==> config.mk <==
export PLATFORM = sky130hd
export DESIGN_NAME = mul_acc_unit
export DESIGN_NICKNAME = d
export VERILOG_FILES = /design/src/rtl/mac_pkg.sv /design/src/rtl/mac_operand_prep.sv /design/src/rtl/mac_shift_add.sv /design/src/rtl/mac_finalize.sv /design/src/rtl/mul_acc_unit.sv
export SDC_FILE = /design/constraint.sdc
export NUM_CORES = 1
export LEC_CHECK = 0
export BUFFER_PORTS_ARGS = -buffer_cell sky130_fd_sc_hd__clkbuf_2
export CAP_MARGIN = 10
export CORE_MARGIN = 1.5
export CORE_UTILIZATION = 45
export DETAILED_ROUTE_END_ITERATION = 8
export SYNTH_ARGS = -nofsm -noshare
export SYNTH_HDL_FRONTEND = slang
export SYNTH_HIERARCHICAL = 1
export SYNTH_SLANG_ARGS = --single-unit
==> constraint.sdc <==
create_clock -name clk -period 17.8 [get_ports clk]
set_input_delay 1.78 -clock clk [delete_from_list [all_inputs] [get_ports clk]]
set_output_delay 1.78 -clock clk [all_outputs]
set_load 0.02 [all_outputs]
==> src/rtl/mac_pkg.sv <==
package mac_pkg;

  typedef enum logic [1:0] {
    ST_IDLE = 2'd0,
    ST_RUN  = 2'd1,
    ST_FIN  = 2'd2
  } mac_state_e;

  typedef struct packed {
    logic is_long;
    logic is_signed;
    logic accum;
  } mac_ctl_t;

  function automatic mac_ctl_t decode_op(input logic [2:0] op);
    mac_ctl_t c;
    c.is_long   = op[2] | op[1];
    c.is_signed = op[2];
    c.accum     = op[0];
    return c;
  endfunction

endpackage

==> src/rtl/mac_operand_prep.sv <==
module mac_operand_prep #(
  parameter int W = 32
) (
  input  logic [W-1:0] m,
  input  logic [W-1:0] s,
  input  logic         is_signed,
  output logic [W-1:0] mag_m,
  output logic [W-1:0] mag_s,
  output logic         negate
);
  logic m_neg, s_neg;

  // Magnitude of the most negative value is 2^(W-1), which still fits W unsigned bits.
  assign m_neg  = is_signed & m[W-1];
  assign s_neg  = is_signed & s[W-1];
  assign mag_m  = m_neg ? (~m + W'(1)) : m;
  assign mag_s  = s_neg ? (~s + W'(1)) : s;
  assign negate = m_neg ^ s_neg;
endmodule

==> src/rtl/mac_shift_add.sv <==
module mac_shift_add #(
  parameter int W = 32
) (
  input  logic           clk,
  input  logic           rst_n,
  input  logic           load,
  input  logic           step,
  input  logic [W-1:0]   mag_m,
  input  logic [W-1:0]   mag_s,
  output logic [2*W-1:0] prod
);
  localparam int PW = 2 * W;

  logic [PW-1:0] acc_q;
  logic [PW-1:0] mcand_q;
  logic [W-1:0]  mplr_q;

  always_ff @(posedge clk or negedge rst_n) begin
    if (!rst_n) begin
      acc_q   <= '0;
      mcand_q <= '0;
      mplr_q  <= '0;
    end else if (load) begin
      acc_q   <= '0;
      mcand_q <= {{W{1'b0}}, mag_m};
      mplr_q  <= mag_s;
    end else if (step) begin
      if (mplr_q[0]) acc_q <= acc_q + mcand_q;
      mcand_q <= mcand_q << 1;
      mplr_q  <= mplr_q >> 1;
    end
  end

  assign prod = acc_q;
endmodule

==> src/rtl/mac_finalize.sv <==
module mac_finalize
  import mac_pkg::*;
#(
  parameter int W = 32
) (
  input  logic [2*W-1:0] prod,
  input  logic           negate,
  input  mac_ctl_t       ctl,
  input  logic [W-1:0]   addend,
  input  logic [2*W-1:0] acc_in,
  output logic [W-1:0]   hi,
  output logic [W-1:0]   lo,
  output logic           flag_n,
  output logic           flag_z
);
  localparam int PW = 2 * W;

  logic [PW-1:0] sprod;
  logic [PW-1:0] long_sum;
  logic [W-1:0]  short_sum;

  always_comb begin
    sprod     = negate ? (~prod + PW'(1)) : prod;
    long_sum  = sprod + (ctl.accum ? acc_in : '0);
    short_sum = sprod[W-1:0] + (ctl.accum ? addend : '0);
    if (ctl.is_long) begin
      hi     = long_sum[PW-1:W];
      lo     = long_sum[W-1:0];
      flag_n = long_sum[PW-1];
      flag_z = (long_sum == '0);
    end else begin
      hi     = '0;
      lo     = short_sum;
      flag_n = short_sum[W-1];
      flag_z = (short_sum == '0);
    end
  end
endmodule

==> src/rtl/mul_acc_unit.sv <==
module mul_acc_unit
  import mac_pkg::*;
#(
  parameter int W = 32
) (
  input  logic         clk,
  input  logic         rst_n,
  input  logic         in_valid,
  output logic         in_ready,
  input  logic [2:0]   in_op,
  input  logic [W-1:0] in_m,
  input  logic [W-1:0] in_s,
  input  logic [W-1:0] in_add,
  input  logic [W-1:0] in_acc_hi,
  input  logic [W-1:0] in_acc_lo,
  output logic         res_valid,
  output logic [W-1:0] res_hi,
  output logic [W-1:0] res_lo,
  output logic         res_n,
  output logic         res_z
);
  localparam int PW = 2 * W;
  localparam int CW = $clog2(W);
  localparam logic [CW-1:0] LAST = CW'(W - 1);

  mac_state_e    state_q;
  logic [CW-1:0] cnt_q;
  mac_ctl_t      ctl_q, ctl_in;
  logic          neg_q;
  logic [W-1:0]  add_q;
  logic [PW-1:0] accin_q;
  logic          accept;

  logic [W-1:0]  mag_m, mag_s;
  logic          negate;
  logic [PW-1:0] prod;
  logic [W-1:0]  fin_hi, fin_lo;
  logic          fin_n, fin_z;

  assign ctl_in   = decode_op(in_op);
  assign in_ready = (state_q == ST_IDLE);
  assign accept   = in_valid && in_ready;

  mac_operand_prep #(.W(W)) u_prep (
    .m(in_m), .s(in_s), .is_signed(ctl_in.is_signed),
    .mag_m(mag_m), .mag_s(mag_s), .negate(negate)
  );

  mac_shift_add #(.W(W)) u_core (
    .clk(clk), .rst_n(rst_n), .load(accept), .step(state_q == ST_RUN),
    .mag_m(mag_m), .mag_s(mag_s), .prod(prod)
  );

  mac_finalize #(.W(W)) u_fin (
    .prod(prod), .negate(neg_q), .ctl(ctl_q), .addend(add_q), .acc_in(accin_q),
    .hi(fin_hi), .lo(fin_lo), .flag_n(fin_n), .flag_z(fin_z)
  );

  always_ff @(posedge clk or negedge rst_n) begin
    if (!rst_n) begin
      state_q   <= ST_IDLE;
      cnt_q     <= '0;
      ctl_q     <= '0;
      neg_q     <= 1'b0;
      add_q     <= '0;
      accin_q   <= '0;
      res_valid <= 1'b0;
      res_hi    <= '0;
      res_lo    <= '0;
      res_n     <= 1'b0;
      res_z     <= 1'b0;
    end else begin
      res_valid <= (state_q == ST_FIN);
      case (state_q)
        ST_IDLE: begin
          if (accept) begin
            ctl_q   <= ctl_in;
            neg_q   <= negate;
            add_q   <= in_add;
            accin_q <= {in_acc_hi, in_acc_lo};
            cnt_q   <= '0;
            state_q <= ST_RUN;
          end
        end
        ST_RUN: begin
          cnt_q <= cnt_q + CW'(1);
          if (cnt_q == LAST) state_q <= ST_FIN;
        end
        ST_FIN: begin
          res_hi  <= fin_hi;
          res_lo  <= fin_lo;
          res_n   <= fin_n;
          res_z   <= fin_z;
          state_q <= ST_IDLE;
        end
        default: state_q <= ST_IDLE;
      endcase
    end
  end
endmodule

==> results of run 1 <==
-- registers in the layout, indices dropped and copies added, names as in the netlist --
name            cells
add_q              32
res_lo             32
res_hi             32
res_valid           1
res_z               1
ctl_q               2
neg_q               1
u_core/mplr_q      32
u_core/prod        64
accin_q            64
cnt_q               5
u_core/mcand_q     64
state_q             2
res_n               1
-- layer usage --
metal	global-route usage, %	up-vias
met3	3.63	108
met4	8.31	0
li1	-	12000
met2	39.9	673
met5	0	-
met1	39.1	11800
-- path summary, 6_finish.rpt --
path / start / slack, ns / to
min in group asynchronous: rst_n / 1.24 / res_lo[0]$_DFFE_PN0P_
hold reg to reg: add_q[23]$_DFFE_PN0P_ / 0.47 / add_q[23]$_DFFE_PN0P_
setup / recovery: u_core/prod[2]$_DFFE_PN0P_ / 10.84 / res_z$_DFFE_PN0P_
max in group asynchronous: rst_n / 14.90 / u_core/mcand_q[39]$_DFFE_PN0P_
hold / removal: add_q[23]$_DFFE_PN0P_ / 0.47 / add_q[23]$_DFFE_PN0P_
setup reg to reg: u_core/prod[2]$_DFFE_PN0P_ / 10.84 / res_z$_DFFE_PN0P_
-- final cells by class --
type / instances / share of cell area [%]
clock inverter: 18 / 0.634
antenna: 3 / 0.0250
clock buffer: 56 / 3.84
tap: 773 / 3.23
multi-input combinational: 2758 / 59.4
timing repair buffer: 248 / 4.30
sequential: 333 / 27.8
inverter: 57 / 0.747
-- tightest hold or removal path, cell delays in order (launching register included) --
cell and delay, ns:
dfrtp_1 0.33, nand2_1 0.05, nand2_1 0.05
-- where the power goes --
| group | internal [mW] | total, mW | switching (mW) | leakage (nW) |
|---|---|---|---|---|
| Clock | 0.499 | 0.842 | 0.343 | 0.666 |
| Combinational | 1.52 | 4.13 | 2.60 | 9.46 |
| Sequential | 1.06 | 1.33 | 0.274 | 4.24 |
| Total | 3.08 | 6.30 | 3.22 | 14.4 |
-- per-stage QoR --
step	hold WS (ns)	total power [mW]	setup WS, ns	instance area [um2]
final	0.465	6.30	10.84	30000
after global routing	0.487	6.81	10.38	30000
after CTS	0.469	6.26	10.94	30000
after detailed placement	0.455	5.38	11.00	28600
after global placement	0.454	5.35	11.07	28600
after floorplan	0.437	4.23	11.53	27100
==> out/qor.txt, run 1 <==
Maximum Capacitance Violations: 0
Yosys warnings: 6
WP buf/inv: 0
Site row count: 89
CTS root buffer: clkbuf_16
Hpwl dp: 65200 um
Routed length on met1: 40400 um
Non-Filler Instances: 4246
Worst path required time: 18.30 ns
Vias: 24600
Die X: 248 um
Post-CTS Setup Repair Bufs: 0
Antenna violations before repair: 5
Grt total ovfl: 0
Register area: 8340 um2
Worst R2R Path Depth: 24
Clock Tree Buf Depth: 3
Die Y: 248 um
RSZ-0062 raised after global routing: false
GP Congestion: 0.969
Worst setup EP type: flip-flop
Most common cell after layout, fill and taps aside: nand2_1
Lkg Pwr: 14.4 nW
Critical path arrival: 7.47 ns
Worst relative slew slack: 20.8%
Largest net degree at the start of global routing: 135
Multi-input gate area: 17800 um2
Routed WL: 83200 um
Commonest non-fill, non-tap cells in the layout: 640 x nand2_1, 331 x dfrtp_1, 236 x a21oi_1
First-pass GRT wire length: 130000 um
Setup Viol. Count Final: 0
Startpoint type of the worst setup path: flip-flop
Starting Density: 45.7%
Detailed-route wire length per cell: 19.6 um
Worst-margin pin slew: 1.16 ns
CTS Sinks: 333
H-tree levels: 2
IO Pins: 234
WS Path Type: reg -> reg
Power Dens Cells: 210 nW/um2
Post-Syn Nets: 3654
Die area: 61700 um2
Clk slew on worst S/H paths: 0.06 ns
Num CTS Buffers: 41
Final core occ: 50.6%
Routed length on met3: 4860 um
CP peak stage delay: 0.58 ns
Mean Syn Cell Area: 8.18 um2
CTS resizes: 0
Clock skew: 0.0193 ns
Fillers: 5746
Failing checks: DRC
Synthesis-to-finish area growth: 10.7%
Core footprint: 59200 um2
Type of the worst min-delay path: reg -> reg
Clock Latency Late Sink: 0.58 ns
DP Cell Count: 4169
Period utilisation layout: 39.1%
CP delay by family, top: simple AND/OR/NAND/NOR gates
Fin crit period: 6.96 ns
Post-CTS Hold Fix Bufs: 0
DRT antenna net count: 0
CP Depth: 24
Fin. max-slew vios: 0
Hold Path Stages: 2
Total GRT Usage: 26.5%
IO Port Bufs: 233
Crit-path cells: nor3_1, nand3_1, nor4_1, nand3b_1, or3_1, or4_1, or4_1, or3_1, o21ai_1, xnor2_1, ha_1, a21oi_1, o21bai_1, a21o_1, a2111oi_0, o21bai_1, a41oi_1, xnor2_1, nor2_1, or4bb_1, nor4_1, nand4b_1, o32ai_1, mux2_2
Final setup TNS: 0 ns
CTS tree: yes
Post-synthesis cell count: 3311
Outcome: complete, but fails checks
Max Fanout on Critical Path: 8
Max Used Layer: met4
WL met2: 35500 um
Worst VDD drop: 0.0771 mV
Nets: 3782
Mapped cell area: 27100 um2
Layout cells sized above 1: 12.7%
DRC violations left: 16
Vias in the first global route: 23300
Peak Freq: 144 MHz
Fin. Hold Viols: 0
Via density: 5.80
TritonRoute pass-1 iters: 7
Slowest cell on crit path: or4_1
Iteration-0 DRC Markers: 1713
Note: power is estimated with default switching activity, not from simulation.
==> run 2: changes to the inputs <==
==> constraint.sdc (replaced) <==
create_clock -name clk -period 7.3 [get_ports clk]
set_input_delay 0.73 -clock clk [delete_from_list [all_inputs] [get_ports clk]]
set_output_delay 0.73 -clock clk [all_outputs]
set_load 0.02 [all_outputs]
==> run 2 against run 1 <==
The run still ends with DRC left; utilization hardly changed; final area hardly changed; sequential cell count stayed put; critical path type unchanged; critical endpoint unchanged; highest routed layer unchanged.
==> out/qor.txt, run 2 (synthesis gave the netlist of run 1 again) <==
Outcome: complete, but fails checks
Failing checks: DRC
Vias in the first global route: 23600
Layout cells sized above 1: 12.8%
Final Power: 15.4 mW
IO Pins: 234
Site row count: 89
DRC violations left: 16
Die X: 248 um
Fin. max-slew vios: 0
Fin crit period: 6.89 ns
GP Congestion: 0.949
CTS root buffer: clkbuf_16
Area after DPL: 28700 um2
WL met2: 35600 um
Worst-margin pin slew: 1.08 ns
Die Y: 248 um
RSZ-0062 raised after global routing: false
Core footprint: 59200 um2
Final setup TNS: 0 ns
Startpoint type of the worst setup path: flip-flop
CTS resizes: 0
DRT antenna net count: 0
CTS Sinks: 333
Worst R2R Path Depth: 23
CTS tree: yes
Period utilisation layout: 94.4%
Die area: 61700 um2
Type of the worst min-delay path: in -> async
Fin. Hold Viols: 0
Setup Viol. Count Final: 0
Most common cell after layout, fill and taps aside: nand2_1
Worst path required time: 7.81 ns
R2R setup slack: 0.41 ns
Pre-CTS setup slack: 0.466 ns
Worst VDD drop: 0.202 mV
Critical path arrival: 7.40 ns
Iteration-0 DRC Markers: 1942
Clock Latency Late Sink: 0.59 ns
Nets: 3785
Vias: 24800
Max Fanout on Critical Path: 8
Final WS setup: 0.412 ns
Commonest non-fill, non-tap cells in the layout: 640 x nand2_1, 331 x dfrtp_1, 236 x a21oi_1
Routed WL: 83600 um
Num CTS Buffers: 40
Power Dens Cells: 512 nW/um2
Worst relative slew slack: 28.1%
Max Used Layer: met4
Antenna violations before repair: 2
Maximum Capacitance Violations: 0
TritonRoute pass-1 iters: 7
Starting Density: 45.7%
Via density: 5.84
WS Path Type: reg -> reg
Grt total ovfl: 0
IO Port Bufs: 233
Detailed-route wire length per cell: 19.7 um
Hpwl dp: 65700 um
Routed length on met1: 40600 um
Lkg Pwr: 14.4 nW
Fillers: 5793
Total GRT Usage: 26.9%
Finished Cell Area: 30000 um2
Clock Tree Buf Depth: 3
First-pass GRT wire length: 131000 um
Peak Freq: 145 MHz
Worst setup EP type: flip-flop
Largest net degree at the start of global routing: 133
Clk slew on worst S/H paths: 0.06 ns
Routed length on met3: 5170 um
Post-CTS Hold Fix Bufs: 0
H-tree levels: 2
Clock skew: 0.0208 ns
Synthesis-to-finish area growth: 10.7%
Post-CTS Setup Repair Bufs: 0
run 2: cell count changes in the layout (fill, tap and decap cells not counted), sizes merged:
cell / before / now
buf: 16 / 20
bufinv: 3 / 2
clkbuf: 288 / 286
clkinvlp: 1 / 3
diode: 3 / 2
inv: 60 / 58
run 2: cell type report:
type	instances	area (um2)	share of cell area, %
clock buffers	54	1130	3.78
multi-input cells	2758	17800	59.4
repair buffers	252	1330	4.44
clock inverters	17	180	0.601
well taps	773	967	3.22
flip-flops and latches	333	8340	27.8
inverters	57	224	0.747
diodes	2	5.00	0.0167
run 2: through the flow:
stage / std cells / util (%) / hold WS, ns
global route: 4246 / 50.6 / 0.0838
finish: 4246 / 50.6 / 0.0664
detailed placement: 4173 / 48.4 / 0.456
floorplan: 3311 / - / 0.434
global placement: 4173 / 48.4 / 0.452
CTS: 4244 / 50.6 / 0.0531
run 2: report_power, final:
| group | internal [mW] | switching [mW] |
|---|---|---|
| logic | 3.74 | 6.33 |
| registers | 2.58 | 0.712 |
| clock network | 1.17 | 0.841 |
| total | 7.49 | 7.88 |
run 2: critical path: stages, from the launching register on:
cell and delay [ns]:
dfrtp_1 0.43, or4_1 0.60, or4_1 0.43, or2_1 0.25, or3_1 0.42, or4_1 0.47
or4_1 0.49, or3_1 0.37, o21ai_1 0.16, xnor2_1 0.15, ha_1 0.36, a21oi_1 0.20
o21bai_1 0.08, a21o_1 0.20, a2111oi_0 0.47, o21bai_1 0.13, a41oi_1 0.23, xnor2_1 0.11
nor2_1 0.09, or4bb_1 0.39, nor4_1 0.18, nand4b_1 0.13, o32ai_1 0.26, mux2_2 0.19
run 2: routing by layer:
layer,global-route usage [%],up-vias
met5,0,-
met4,7.07,0
met3,3.46,106
met2,40.4,765
met1,40.3,11900
li1,-,12100
run 2: worst paths after layout:
check | from | to
worst max register to register | u_core/prod[22]$_DFFE_PN0P_ | res_z$_DFFE_PN0P_
worst max-delay path | u_core/prod[22]$_DFFE_PN0P_ | res_z$_DFFE_PN0P_
worst min-delay path | rst_n | res_lo[1]$_DFFE_PN0P_
worst min register to register | add_q[20]$_DFFE_PN0P_ | add_q[20]$_DFFE_PN0P_
max in group asynchronous | rst_n | neg_q$_DFFE_PN0P_
min in group clk | in_acc_hi[11] | accin_q[43]$_DFFE_PN0P_
